[config.mk]
export PLATFORM = sky130hd
export DESIGN_NAME = dma_two_ch
export DESIGN_NICKNAME = d
export VERILOG_FILES = /design/src/rtl/dma_pkg.sv /design/src/rtl/dma_chan.sv /design/src/rtl/dma_arb.sv /design/src/rtl/dma_mover.sv /design/src/rtl/dma_two_ch.sv
export SDC_FILE = /design/constraint.sdc
export NUM_CORES = 1
export LEC_CHECK = 0
export CORE_ASPECT_RATIO = 0.75
export CORE_MARGIN = 2
export CORE_UTILIZATION = 55
export DETAILED_ROUTE_END_ITERATION = 10
export DONT_BUFFER_PORTS = 1
export HOLD_SLACK_MARGIN = 0.03
export PLACE_DENSITY = 0.81
export RECOVER_POWER = 100
export SLEW_MARGIN = 30
export SYNTH_ARGS = -nofsm -noshare
export SYNTH_HDL_FRONTEND = slang
export SYNTH_SLANG_ARGS = --single-unit
export TNS_END_PERCENT = 100
[constraint.sdc]
create_clock -name clk_i -period 2.9 [get_ports clk_i]
set_input_delay 0.58 -clock clk_i [delete_from_list [all_inputs] [get_ports clk_i]]
set_output_delay 0.58 -clock clk_i [all_outputs]
set_load 0.02 [all_outputs]
[src/rtl/dma_pkg.sv]
package dma_pkg;
  localparam int unsigned NCH    = 2;
  localparam int unsigned CTRL_W = 12;

  localparam logic [2:0] SEL_SRC  = 3'd0;
  localparam logic [2:0] SEL_DST  = 3'd1;
  localparam logic [2:0] SEL_CNT  = 3'd2;
  localparam logic [2:0] SEL_CTRL = 3'd3;
  localparam logic [2:0] SEL_STOP = 3'd4;

  // control word bit positions
  localparam int unsigned B_PRIO  = 0;
  localparam int unsigned B_SSYNC = 1;
  localparam int unsigned B_DSYNC = 2;
  localparam int unsigned B_IRQ   = 3;
  localparam int unsigned B_ONE   = 4;
  localparam int unsigned B_SINC  = 5;
  localparam int unsigned B_SDEC  = 6;
  localparam int unsigned B_SMEM  = 7;
  localparam int unsigned B_DINC  = 8;
  localparam int unsigned B_DDEC  = 9;
  localparam int unsigned B_DMEM  = 10;
  localparam int unsigned B_WORD  = 11;

  typedef enum logic [1:0] {ST_IDLE, ST_READ, ST_WRITE} xfer_st_e;
endpackage

[src/rtl/dma_chan.sv]
module dma_chan
  import dma_pkg::*;
#(
  parameter int unsigned AW = 20,
  parameter int unsigned CW = 16
) (
  input  logic              clk_i,
  input  logic              rst_ni,
  input  logic              wr_i,
  input  logic [2:0]        sel_i,
  input  logic [AW-1:0]     wdata_i,
  input  logic              drq_i,
  input  logic              start_i,
  input  logic              step_i,
  output logic [AW-1:0]     src_o,
  output logic [AW-1:0]     dst_o,
  output logic [CW-1:0]     cnt_o,
  output logic [CTRL_W-1:0] ctrl_o,
  output logic              en_o,
  output logic              elig_o,
  output logic              irq_o
);
  logic started_q;
  logic sync;

  function automatic logic [AW-1:0] nxt(input logic [AW-1:0] a, input logic inc,
                                        input logic dec, input logic word);
    logic [AW-1:0] stp;
    stp = word ? AW'(2) : AW'(1);
    if (inc && !dec)      nxt = a + stp;
    else if (dec && !inc) nxt = a - stp;
    else                  nxt = a;
  endfunction

  assign sync   = ctrl_o[B_SSYNC] | ctrl_o[B_DSYNC];
  assign elig_o = en_o && (cnt_o != '0) && (drq_i || (!sync && started_q));

  always_ff @(posedge clk_i or negedge rst_ni) begin
    if (!rst_ni) begin
      src_o     <= '0;
      dst_o     <= '0;
      cnt_o     <= '0;
      ctrl_o    <= '0;
      en_o      <= 1'b0;
      started_q <= 1'b0;
      irq_o     <= 1'b0;
    end else begin
      irq_o <= 1'b0;
      if (wr_i) begin
        unique case (sel_i)
          SEL_SRC: src_o <= wdata_i;
          SEL_DST: dst_o <= wdata_i;
          SEL_CNT: cnt_o <= wdata_i[CW-1:0];
          SEL_CTRL: begin
            ctrl_o    <= wdata_i[CTRL_W-1:0];
            en_o      <= wdata_i[B_ONE] && !(wdata_i[B_SSYNC] && wdata_i[B_DSYNC])
                         && (cnt_o != '0);
            started_q <= 1'b0;
          end
          SEL_STOP: begin
            en_o      <= 1'b0;
            started_q <= 1'b0;
          end
          default: ;
        endcase
      end else begin
        if (start_i) started_q <= 1'b1;
        if (step_i) begin
          src_o <= nxt(src_o, ctrl_o[B_SINC], ctrl_o[B_SDEC], ctrl_o[B_WORD]);
          dst_o <= nxt(dst_o, ctrl_o[B_DINC], ctrl_o[B_DDEC], ctrl_o[B_WORD]);
          cnt_o <= cnt_o - 1'b1;
          if (cnt_o == CW'(1)) begin
            en_o      <= 1'b0;
            started_q <= 1'b0;
            irq_o     <= ctrl_o[B_IRQ];
          end
        end
      end
    end
  end
endmodule

[src/rtl/dma_arb.sv]
module dma_arb
  import dma_pkg::*;
(
  input  logic           clk_i,
  input  logic           rst_ni,
  input  logic [NCH-1:0] elig_i,
  input  logic [NCH-1:0] prio_i,
  input  logic           take_i,
  output logic           pick_o,
  output logic           any_o
);
  logic last_q;

  assign any_o = |elig_i;

  always_comb begin
    unique case (elig_i)
      2'b01:   pick_o = 1'b0;
      2'b10:   pick_o = 1'b1;
      2'b11: begin
        if (prio_i == 2'b01)      pick_o = 1'b0;
        else if (prio_i == 2'b10) pick_o = 1'b1;
        else                      pick_o = !last_q;
      end
      default: pick_o = 1'b0;
    endcase
  end

  always_ff @(posedge clk_i or negedge rst_ni) begin
    if (!rst_ni)     last_q <= 1'b1;
    else if (take_i) last_q <= pick_o;
  end
endmodule

[src/rtl/dma_mover.sv]
module dma_mover
  import dma_pkg::*;
#(
  parameter int unsigned DW = 16
) (
  input  logic           clk_i,
  input  logic           rst_ni,
  input  logic           req_i,
  input  logic           pick_i,
  input  logic           gnt_i,
  input  logic [NCH-1:0] abort_i,
  input  logic [DW-1:0]  rdata_i,
  output xfer_st_e       st_o,
  output logic           act_o,
  output logic           take_o,
  output logic           step_o,
  output logic [DW-1:0]  data_o
);
  logic kill;

  assign kill   = abort_i[act_o];
  assign take_o = (st_o == ST_IDLE) && req_i;
  assign step_o = (st_o == ST_WRITE) && gnt_i && !kill;

  always_ff @(posedge clk_i or negedge rst_ni) begin
    if (!rst_ni) begin
      st_o   <= ST_IDLE;
      act_o  <= 1'b0;
      data_o <= '0;
    end else begin
      unique case (st_o)
        ST_IDLE: if (req_i) begin
          st_o  <= ST_READ;
          act_o <= pick_i;
        end
        ST_READ: begin
          if (kill) st_o <= ST_IDLE;
          else if (gnt_i) begin
            data_o <= rdata_i;
            st_o   <= ST_WRITE;
          end
        end
        ST_WRITE: if (kill || gnt_i) st_o <= ST_IDLE;
        default: st_o <= ST_IDLE;
      endcase
    end
  end
endmodule

[src/rtl/dma_two_ch.sv]
module dma_two_ch
  import dma_pkg::*;
#(
  parameter int unsigned AW = 20,
  parameter int unsigned CW = 16,
  parameter int unsigned DW = 16
) (
  input  logic          clk_i,
  input  logic          rst_ni,
  input  logic          reg_we_i,
  input  logic          reg_ch_i,
  input  logic [2:0]    reg_sel_i,
  input  logic [AW-1:0] reg_wdata_i,
  output logic [AW-1:0] reg_rdata_o,
  input  logic [1:0]    drq_i,
  output logic          bus_req_o,
  input  logic          bus_gnt_i,
  output logic          bus_en_o,
  output logic          bus_we_o,
  output logic          bus_mem_o,
  output logic          bus_word_o,
  output logic [AW-1:0] bus_addr_o,
  output logic [DW-1:0] bus_wdata_o,
  input  logic [DW-1:0] bus_rdata_i,
  output logic [1:0]    irq_o
);
  localparam int unsigned BW = 8;

  logic [AW-1:0]     src_w  [NCH];
  logic [AW-1:0]     dst_w  [NCH];
  logic [CW-1:0]     cnt_w  [NCH];
  logic [CTRL_W-1:0] ctrl_w [NCH];
  logic [NCH-1:0]    en_w, elig_w, prio_w, wr_w, start_w, step_w;
  logic              pick, any, take, step, act;
  logic [DW-1:0]     data;
  xfer_st_e          st;

  for (genvar c = 0; c < NCH; c++) begin : g_ch
    assign wr_w[c]    = reg_we_i && (reg_ch_i == c[0]);
    assign start_w[c] = take && (pick == c[0]);
    assign step_w[c]  = step && (act == c[0]);
    assign prio_w[c]  = ctrl_w[c][B_PRIO];

    dma_chan #(.AW(AW), .CW(CW)) u_chan (
      .clk_i   (clk_i),
      .rst_ni  (rst_ni),
      .wr_i    (wr_w[c]),
      .sel_i   (reg_sel_i),
      .wdata_i (reg_wdata_i),
      .drq_i   (drq_i[c]),
      .start_i (start_w[c]),
      .step_i  (step_w[c]),
      .src_o   (src_w[c]),
      .dst_o   (dst_w[c]),
      .cnt_o   (cnt_w[c]),
      .ctrl_o  (ctrl_w[c]),
      .en_o    (en_w[c]),
      .elig_o  (elig_w[c]),
      .irq_o   (irq_o[c])
    );
  end

  dma_arb u_arb (
    .clk_i  (clk_i),
    .rst_ni (rst_ni),
    .elig_i (elig_w),
    .prio_i (prio_w),
    .take_i (take),
    .pick_o (pick),
    .any_o  (any)
  );

  dma_mover #(.DW(DW)) u_mover (
    .clk_i   (clk_i),
    .rst_ni  (rst_ni),
    .req_i   (any),
    .pick_i  (pick),
    .gnt_i   (bus_gnt_i),
    .abort_i (wr_w),
    .rdata_i (bus_rdata_i),
    .st_o    (st),
    .act_o   (act),
    .take_o  (take),
    .step_o  (step),
    .data_o  (data)
  );

  assign bus_en_o    = (st != ST_IDLE);
  assign bus_we_o    = (st == ST_WRITE);
  assign bus_req_o   = bus_en_o || any;
  assign bus_word_o  = ctrl_w[act][B_WORD];
  assign bus_addr_o  = bus_we_o ? dst_w[act] : src_w[act];
  assign bus_mem_o   = bus_we_o ? ctrl_w[act][B_DMEM] : ctrl_w[act][B_SMEM];
  assign bus_wdata_o = bus_word_o ? data : {{(DW-BW){1'b0}}, data[BW-1:0]};

  always_comb begin
    unique case (reg_sel_i)
      SEL_SRC:  reg_rdata_o = src_w[reg_ch_i];
      SEL_DST:  reg_rdata_o = dst_w[reg_ch_i];
      SEL_CNT:  reg_rdata_o = AW'(cnt_w[reg_ch_i]);
      SEL_CTRL: reg_rdata_o = AW'({en_w[reg_ch_i], ctrl_w[reg_ch_i]});
      default:  reg_rdata_o = '0;
    endcase
  end
endmodule

==> out/metrics.cfg <==
[die]
chipWidth_um = 180.6
rows = 48
initial_utilization_pct = 55.95
area_of_the_die_um2 = 24650
floorplan.core_area_um2 = 23000
floorplan.die.height_um = 136.5
num_io_pins = 109

[power]
switching_share_pct = 47.05
power_switching_mw = 8.600
cellInternalPower_mw = 9.677
power-per-cell-area_nw_per_um2 = 1228
sequential_group_share_of_total_power_pct = 25.3
power.static_leakage_nw = 6.324
vdd_drop_max_mv = 0.8077
pwr-share-comb_pct = 62.5
clock_power_share_pct = 12.2

[setup_path]
cp_max_fo = 3
worst_path_max_delay_cell = sky130_fd_sc_hd__or4_4
cp.required_ns = 2.32
crit_type = reg -> out
arrival_ns = 2.46
critical-path-top-cell-by-count = sky130_fd_sc_hd__or3_4
worst_path_largest_cell_delay_ns = 0.55
critical_path.cell_chain = or4_4 > or3_4 > nor4_4 > nor2_2 > or3_4
capturing_element_type_of_the_critical_path = output port
cp-start-kind = register

[synthesis]
mappedNetlistNets = 1579
post_synth_inst_count = 1445
netlist_area_um2 = 12870
synth-edff-count = 0
synthesis.area_per_instance_um2 = 8.906
primary_flip_flop_cell_chosen_by_synthesis_mapping = sky130_fd_sc_hd__dfrtp_1
ys_warn_count = 0
register_area_share_after_synthesis_pct = 31.51
synth_top_area_cell = sky130_fd_sc_hd__dfrtp_1
ys_ff_latch = 162
netlist-cell-type-count = 77
synth_top_area_share_pct = 31.30
postSynth.asyncResetShare_pct = 100.0
area_contributors_post_synth = sky130_fd_sc_hd__dfrtp_1 (31%), sky130_fd_sc_hd__mux4_2 (8.6%), sky130_fd_sc_hd__ha_1 (8.2%)

[drt]
routed_wl_um = 43700
antenna_violating_nets_post_route = 0
route.vias.total = 12440
drc_errors = 0
drt-wirelength-per-cell_um = 23.93
drtPass1Iterations = 6
drt_first_iter_violations = 1876
vias_per_cell = 6.814

[grt]
grt_max_degree = 163
number_of_antenna_violations_at_the_first_check_in_global_routing = 3
grt_pass1_vias = 11530
grt_overflow_total = 0
grt_first_pass_wirelength_um = 66230
grt_use_total_pct = 35.24

[placement]
finalWeightedCongestion = 1.004
detailed_place_hpwl_um = 32150
port_buffers = 0
placed_cells = 1771
placed_area_um2 = 13820

[clocking]
numClockSinks = 162
path_clk_slew_ns = 0.08
skew_pair_late_insertion_delay_ns = 0.45
tritoncts.num_buffers = 17
clk_path_buf_depth = 2
cts_tree = built
cts_root_buf = sky130_fd_sc_hd__clkbuf_16
htreeDepth = 4

[sta]
grt_setup_unrepaired = yes
setup_clock_skew_after_layout_ns = 0.01759
share_of_the_clock_period_used_by_the_worst_path_after_layout_pct = 104.7
finalSetupViolCount = 4
timing.final.ws_setup_ns = -0.1362
slew-limit-headroom_pct = 11.89
post-route-min-period_ns = 3.036
setup_tns_ns = -0.1503
worst-slew-pin-transition_ns = 1.322
max_clock_freq_mhz = 329.4
worst_hold_slack_ns = -0.1739
report.final.hold_viol_count = 161
maxSlewViolCount = 0

[finish]
area_delta_synth_final_pct = 15.64
design.final.nets = 1645
post-route-cell-area_um2 = 14880
non_filler_instance_count_after_layout = 1826
drive_above_1_share_pct = 21.26

[min_path]
hp-class = in -> async

[run_status]
failing_checks = negative hold slack, negative setup slack
outcome = finished with violations

[flow_run]
timing.max_cap.violations = 0

[logic make-up (layout without fill, tap and decap cells)]
group	Yosys count	after routing	share of synthesized area, %
simple gates	498	498	17.78
flops	162	162	31.51
xor+xnor	54	54	3.675
mux	112	112	13.81
compound gates	421	421	20.74
buf+inv	109	188	3.626
fa+ha+maj	89	89	8.866
other cells	0	2	0
[synthesized netlist by cell type, types with 13 or more instances]
master                     number
sky130_fd_sc_hd__mux2_2        34
sky130_fd_sc_hd__a21oi_1      114
sky130_fd_sc_hd__buf_2         16
sky130_fd_sc_hd__nor2_1       137
sky130_fd_sc_hd__nor3_1        29
sky130_fd_sc_hd__ha_1          84
sky130_fd_sc_hd__mux4_2        49
sky130_fd_sc_hd__nor2b_1       18
sky130_fd_sc_hd__or3_1         15
sky130_fd_sc_hd__a31oi_1       47
sky130_fd_sc_hd__xor2_1        22
sky130_fd_sc_hd__inv_1         33
sky130_fd_sc_hd__a21o_1        40
sky130_fd_sc_hd__dfrtp_1      161
sky130_fd_sc_hd__and3_1        14
sky130_fd_sc_hd__nand3_1       37
sky130_fd_sc_hd__mux2i_1       29
sky130_fd_sc_hd__xnor2_1       32
sky130_fd_sc_hd__o21ai_0       81
sky130_fd_sc_hd__clkbuf_1      38
sky130_fd_sc_hd__o21ai_1       18
sky130_fd_sc_hd__o31ai_1       13
sky130_fd_sc_hd__o211ai_1      13
sky130_fd_sc_hd__nand2_1      185
[flip-flops by register name, indices dropped and copies added, names as in the netlist]
register / cells
u_arb.last_q: 1
u_mover.st_o: 2
g_ch.u_chan.dst_o: 40
g_ch.u_chan.started_q: 2
u_mover.data_o: 16
u_mover.act_o: 1
g_ch.u_chan.en_o: 2
g_ch.u_chan.src_o: 40
g_ch.u_chan.ctrl_o: 24
g_ch.u_chan.cnt_o: 32
g_ch.u_chan.irq_o: 2
[placed cells by master (no fill, tap or decap), drive strengths merged, types with 29 or more instances in the layout]
master and instances:
dfrtp 161, o21ai 100, a31oi 47, mux4 49
xnor2 32, a21o 40, buf 112, mux2 34
ha 84, mux2i 29, a21oi 115, nor2 137
nand3 37, inv 41, nor3 30, nand2 185
[through the flow]
step,setup WS [ns],power [mW],utilization (%),hold WS (ns)
floorplan,0.0005851,11.83,-,0.2844
global placement,0.02344,14.37,60.04,0.2915
detailed placement,-0.1043,14.71,60.08,0.2910
CTS,-0.1567,17.10,63.00,-0.1745
global route,-0.1587,19.44,64.68,-0.1876
finish,-0.1362,18.28,64.70,-0.1739
[what timing repair did]
item                       CTS  global route
hold endpoints to repair   162           162
setup endpoints to repair    7            30
resized for setup           15            61
pin swaps                    2            31
setup buffers                4            17
cloned                       0             0
[routing by layer]
layer	global-route usage (%)	routed length (µm)	share of wire, %	up-vias
met5	0	0	0	-
met2	49.73	18190	42	857
met3	12.03	6054	14	172
met1	47.85	16890	39	5897
li1	-	-	-	5516
met4	18.73	2569	5.9	0
[final timing paths]
path | start | end | slack [ns] | cells after the start
max | g_ch[1].u_chan.cnt_o[11] | bus_req_o | -0.14 | 5
min | rst_ni | g_ch[1].u_chan.cnt_o[5] | -0.17 | 0
max reg2reg | g_ch[1].u_chan.ctrl_o[9] | g_ch[1].u_chan.dst_o[18] | -0.01 | 13
min reg2reg | u_arb.last_q | u_arb.last_q | 0.48 | 2
max in group asynchronous | rst_ni | u_arb.last_q | 2.84 | 0
min in group clk_i | bus_gnt_i | u_mover.st_o[0] | 0.25 | 1
[layout make-up]
class	instances	area [µm²]
diodes	2	5.005
clock buffers	18	429.2
clock inverters	14	140.1
fillers	1804	8119
inverters	35	141.4
multi-input cells	1174	8832
flip-flops and latches	162	4056
well taps	300	375.4
repair buffers	121	903.4
[critical path: cells and delay by family, from the launching register on]
family / cells / cell delay [ns]
AND/OR/NAND/NOR: 5 / 1.60
flip-flops: 1 / 0.42
[power groups by stage]
stage	combinational (mW)	clock, mW	sequential (mW)
6_report	11.4	2.22	4.63
5_1_grt	12.4	2.32	4.69
3_5_place_dp	10.2	0	4.49
4_1_cts	10.4	2.23	4.47
3_3_place_gp	9.94	0	4.43
2_1_floorplan	7.99	0	3.85
(Power assumes the default switching activity.)
